**config.mk**
```make
export PLATFORM = sky130hd
export DESIGN_NAME = issue_interlock
export DESIGN_NICKNAME = d
export VERILOG_FILES = /design/src/rtl/issue_interlock.sv
export SDC_FILE = /design/constraint.sdc
export NUM_CORES = 1
export LEC_CHECK = 0
export ABC_CLOCK_PERIOD_IN_PS = 8500
export BUFFER_PORTS_ARGS = -buffer_cell sky130_fd_sc_hd__buf_2
export CAP_MARGIN = 30
export CORE_UTILIZATION = 55
export DETAILED_ROUTE_END_ITERATION = 12
export PLACE_DENSITY_LB_ADDON = 0.08
export SLEW_MARGIN = 20
export SYNTH_ARGS = -nofsm -noshare
export SYNTH_HDL_FRONTEND = slang
export SYNTH_SLANG_ARGS = --single-unit
```
**constraint.sdc**
```tcl
create_clock -name clk -period 8.5 [get_ports clk]
set_clock_uncertainty 0.2 [all_clocks]
set_input_delay 1.275 -clock clk [delete_from_list [all_inputs] [get_ports clk]]
set_output_delay 1.275 -clock clk [all_outputs]
set_load 0.02 [all_outputs]
```
**src/rtl/issue_interlock.sv**
```systemverilog
module issue_interlock #(
  parameter int AW     = 6,
  parameter int CW     = 16,
  parameter int LAT_FF = 3,
  parameter int LAT_FS = 2,
  parameter int LAT_LF = 1,
  parameter int LAT_LS = 0,
  parameter int LAT_IB = 1
) (
  input  logic          clk,
  input  logic          rst_n,
  input  logic          in_valid,
  output logic          in_ready,
  input  logic [2:0]    in_cls,
  input  logic          in_dst_en,
  input  logic [AW-1:0] in_dst,
  input  logic          in_a_en,
  input  logic [AW-1:0] in_a,
  input  logic          in_b_en,
  input  logic [AW-1:0] in_b,
  output logic          issue,
  output logic          stall,
  output logic [CW-1:0] cycle_cnt
);
  localparam int NR   = 1 << AW;
  localparam int M1   = (LAT_FF > LAT_FS) ? LAT_FF : LAT_FS;
  localparam int M2   = (LAT_LF > LAT_LS) ? LAT_LF : LAT_LS;
  localparam int M3   = (M1 > M2) ? M1 : M2;
  localparam int LMAX = (M3 > LAT_IB) ? M3 : LAT_IB;
  localparam int AGW  = $clog2(LMAX + 2);
  localparam logic [AGW-1:0] AMAX = {AGW{1'b1}};

  localparam logic [2:0] C_LD = 3'd0, C_FP = 3'd1, C_SD = 3'd2,
                         C_INT = 3'd3, C_BR = 3'd4, C_NOP = 3'd5;

  logic [AGW-1:0] age  [NR];
  logic [2:0]     pcls [NR];
  logic           haz_a, haz_b;

  function automatic int need(input logic [2:0] p, input logic [2:0] c, input logic data);
    if (p == C_FP && c == C_FP)         return LAT_FF;
    if (p == C_FP && c == C_SD && data) return LAT_FS;
    if (p == C_LD && c == C_FP)         return LAT_LF;
    if (p == C_LD && c == C_SD && data) return LAT_LS;
    if (p == C_INT && c == C_BR)        return LAT_IB;
    return 0;
  endfunction

  assign haz_a = in_a_en && (in_a != '0) &&
                 (int'(age[in_a]) < need(pcls[in_a], in_cls, 1'b0));
  assign haz_b = in_b_en && (in_b != '0) &&
                 (int'(age[in_b]) < need(pcls[in_b], in_cls, in_cls == C_SD));

  assign in_ready = rst_n && !(haz_a || haz_b);
  assign issue    = in_valid && in_ready;
  assign stall    = in_valid && rst_n && (haz_a || haz_b);

  for (genvar r = 0; r < NR; r++) begin : g_reg
    logic hit;
    assign hit = issue && in_dst_en && (in_dst == AW'(r)) && (r != 0);
    always_ff @(posedge clk) begin
      if (!rst_n) begin
        age[r]  <= AMAX;
        pcls[r] <= C_NOP;
      end else if (hit) begin
        age[r]  <= '0;
        pcls[r] <= in_cls;
      end else if (age[r] != AMAX) begin
        age[r]  <= age[r] + 1'b1;
      end
    end
  end

  always_ff @(posedge clk) begin
    if (!rst_n)              cycle_cnt <= '0;
    else if (issue || stall) cycle_cnt <= cycle_cnt + 1'b1;
  end
endmodule

```
==> results.py <==
metrics = {
    "cells_and_area": {
        "multi_input_comb_area_sq_um": 12620,
        "layout.area.seq_sq_um": 11760,
        "layout.cells.non_filler": 2723,
        "area_growth_syn_to_layout_pct": 8.741,
        "drive_above_1_share_pct": 17.44,
        "fill_cells": 3655,
        "layout.cells.most_common_list": "381 x edfxtp_1, 213 x nand3_1, 183 x mux4_2, 131 x ha_1, 119 x nor2_1",
        "finish.net_count": 2245,
        "layout.cells.most_common": "edfxtp_1",
    },
    "placed_design": {
        "placedCellCount": 2636,
        "place_congestion": 0.9877,
        "place.port_buffers": 45,
        "place.detailed.hpwl_microns": 61450,
        "dp_slack_ns": 1.204,
    },
    "flow_run": {
        "max_cap_violations": 0,
    },
    "clocking": {
        "htree_num_levels": 2,
        "worst_setup_hold_path_clk_slew_ns": 0.06,
        "hold_buffers": 0,
        "worstSkewPairLatency_ns": 0.60,
        "clock-sinks": 397,
        "clock-root-buffer": "clkbuf_16",
        "cts.path.max_buffers": 3,
        "post_cts_resized": 0,
        "tritoncts_clock_tree": "built",
        "cts_post_setup_buffers_inserted": 0,
        "num_cts_buffers": 46,
    },
    "setup_path": {
        "worstReg2RegStart": "pcls[15][2]",
        "worstPathArrival_ns": 5.88,
        "timing.setup.critical_path_class": "in2out",
        "rr_endpoint": "pcls[8][0]",
        "worst-path-max-fanout": 30,
        "rrSetupSlack_ns": 3.02,
        "critPathCaptureType": "output pin",
        "worstSetupStartpointType": "input port",
        "worstPathRequired_ns": 7.03,
        "worst-r2r-cell-count": 14,
    },
    "grt": {
        "grt_first_pass_wirelength_microns": 127300,
        "global_route.usage.total_pct": 36.85,
        "gr-total-overflow": 0,
        "grt_pass1_vias": 19130,
        "maximum_number_of_pins_on_one_net_before_global_route_repair": 174,
        "grt_antenna_before_repair": 3,
    },
    "sta": {
        "peak_freq_mhz": 135.9,
        "report.final.slew_viol_count": 0,
        "timing.final.crit_share_pct": 86.56,
        "report.final.hold_viol_count": 0,
        "timing.setup.tns_ns": 0,
        "rsz0062_at_grt": "no",
        "final_period_minus_worst_setup_slack_ns": 7.358,
        "setup-violations-final": 0,
        "post-route-worst-setup-slack_ns": 1.142,
        "worst-slew-pin-transition_ns": 0.9974,
        "max-slew-margin-rel_pct": 33.43,
    },
    "logic_synthesis": {
        "synth-seq-cells": 397,
        "post_synth_num_cell_types": 57,
        "synthCells": 2133,
        "syn_avg_cell_area_sq_um": 12.01,
        "post-synth-top-area-fraction_pct": 44.68,
        "seq_area_frac_synth_pct": 45.93,
        "syn-cell-area_sq_um": 25610,
        "synth_area_leader_cell": "edfxtp_1",
        "ys_dominant_reg_cell": "edfxtp_1",
        "synth.top_cells.by_area": "edfxtp_1 45%, mux4_2 16%, ha_1 6.4%",
        "synthesis.nets": 2291,
        "postSynth.asyncResetShare_pct": 0,
        "synth_enable_flop_cells": 381,
        "yosysWarnings": 0,
    },
    "floorplanning": {
        "die_y_microns": 217.8,
        "ios": 46,
        "die-width_microns": 217.8,
        "fp.dieArea_sq_um": 47430,
        "initial_core_utilization_pct": 56.07,
        "placeableCoreArea_sq_um": 45670,
        "floorplan.rows": 78,
    },
    "power": {
        "p_int_mw": 5.311,
        "post_route_total_power_mw": 8.009,
        "total_leakage_power_nw": 8.958,
        "seq_power_share_pct": 41.1,
        "power.density_cell_area_nw_per_um2": 287.6,
        "peakVddDrop_mv": 0.2229,
        "p_sw_share_pct": 33.68,
        "p_switching_mw": 2.698,
        "power_frac_comb_pct": 32.6,
        "clock_power_share_pct": 26.4,
    },
    "hold_path": {
        "timing.hold.worst_endpoint": "cycle_cnt[15]",
        "worst_hold_path_cell_count": 2,
        "hold_class": "reg2reg",
        "min-delay-start": "cycle_cnt[15]",
    },
    "routing": {
        "drt_first_iter_violations": 2504,
        "detail_route.drc_violations": 0,
        "mean_number_of_vias_per_cell": 7.285,
        "vias": 19840,
        "routed_wire_per_std_cell_microns": 31.56,
        "firstDrtPassIters": 6,
        "finalWirelength_microns": 85940,
        "remaining_antenna_violation_count": 0,
    },
    "outcome": {
        "run_status": "complete, no violations",
    },
}
metrics by stage:
| step | instance area [sq um] | util (%) | hold slack (ns) |
|---|---|---|---|
| after CTS | 27800 | 60.86 | 0.3216 |
| after detailed placement | 26210 | 57.38 | 0.3058 |
| after global routing | 27840 | 60.96 | 0.3540 |
| after global placement | 26200 | 57.36 | 0.2968 |
| after floorplan | 25610 | - | 0.3647 |
| final | 27850 | 60.97 | 0.3162 |
power by group through the flow:
stage	Clock [mW]	Sequential (mW)	Combinational, mW
finish	2.11	3.29	2.61
global route	2.18	3.34	2.94
CTS	2.12	3.28	2.58
detailed placement	0	3.32	2.56
global placement	0	3.30	2.41
floorplan	0	3.08	1.99
flip-flops by register name, indices dropped and copies added, names as in the netlist:
register,flops
pcls,189
cycle_cnt,16
age,192
routing by layer:
metal  routed length [microns]  track usage [%]  vias up
met5                        18                0        -
met4                      4311            16.11        2
met3                     10670            9.261      248
met2                     39250            56.86     1344
met1                     31700            49.49     9856
li1                          -                -     8387
layout make-up:
type                       instances  share of cell area, %
multi-input combinational       1431                  45.31
tap                              600                  2.696
timing repair buffer              93                  2.444
inverter                         118                  1.595
clock inverter                    26                  1.092
clock buffer                      57                  4.619
antenna                            1               0.008987
sequential                       397                  42.24
worst max-delay path, stage by stage:
cell and delay (ns):
buf_2 0.66, buf_4 0.45, buf_4 0.28, and2_1 0.22, nor3b_1 0.21, nor2_1 0.05
and4_1 0.19, and2_1 0.15, nand2b_1 0.13, or4_1 0.42, ha_1 0.19, nand2b_1 0.13
a41oi_1 0.23, o2111ai_1 0.21, o22ai_4 0.39, or2_4 0.22, and3_1 0.25, buf_2 0.20
worst max-delay path by stage:
| stage | end | slack, ns | startpoint |
|---|---|---|---|
| 6_report | stall | 1.14 | in_b[2] |
| 5_1_grt | stall | 0.95 | in_b[2] |
| 4_1_cts | stall | 1.20 | in_b[2] |
| 3_5_place_dp | stall | 1.20 | in_b[0] |
| 3_3_place_gp | stall | 1.24 | in_b[2] |
| 2_1_floorplan | stall | 1.09 | in_b[0] |
kinds of logic after synthesis:
family,synth area share (%)
buffers and inverters,4.994
AND/OR/NAND/NOR,14.31
AO/OA/AOI/OAI,8.829
adder cells (fa/ha/maj),6.401
flip-flops,45.93
multiplexers,19.06
XOR/XNOR,0.4789
cells in the mapped netlist (3+ instances only):
master / number
edfxtp_1: 381
nand3_1: 213
mux4_2: 183
ha_1: 131
nor2_1: 124
clkbuf_1: 115
inv_1: 113
nor3_1: 95
a31oi_1: 85
o21ai_0: 77
mux2i_1: 68
o22a_1: 66
nand2_1: 65
and4_1: 58
or3_1: 45
buf_2: 38
nand2b_1: 32
o211ai_1: 22
a21oi_1: 21
buf_4: 21
a22oi_1: 20
nor2b_1: 19
dfxtp_1: 16
buf_1: 12
nor4_1: 11
xor2_1: 11
a221oi_1: 10
and2_1: 9
nand4_1: 9
and3_1: 7
mux2_2: 7
a211oi_1: 6
clkinv_1: 5
nor3b_1: 3
or2_2: 3
xnor2_1: 3
(Power assumes the default switching activity.)
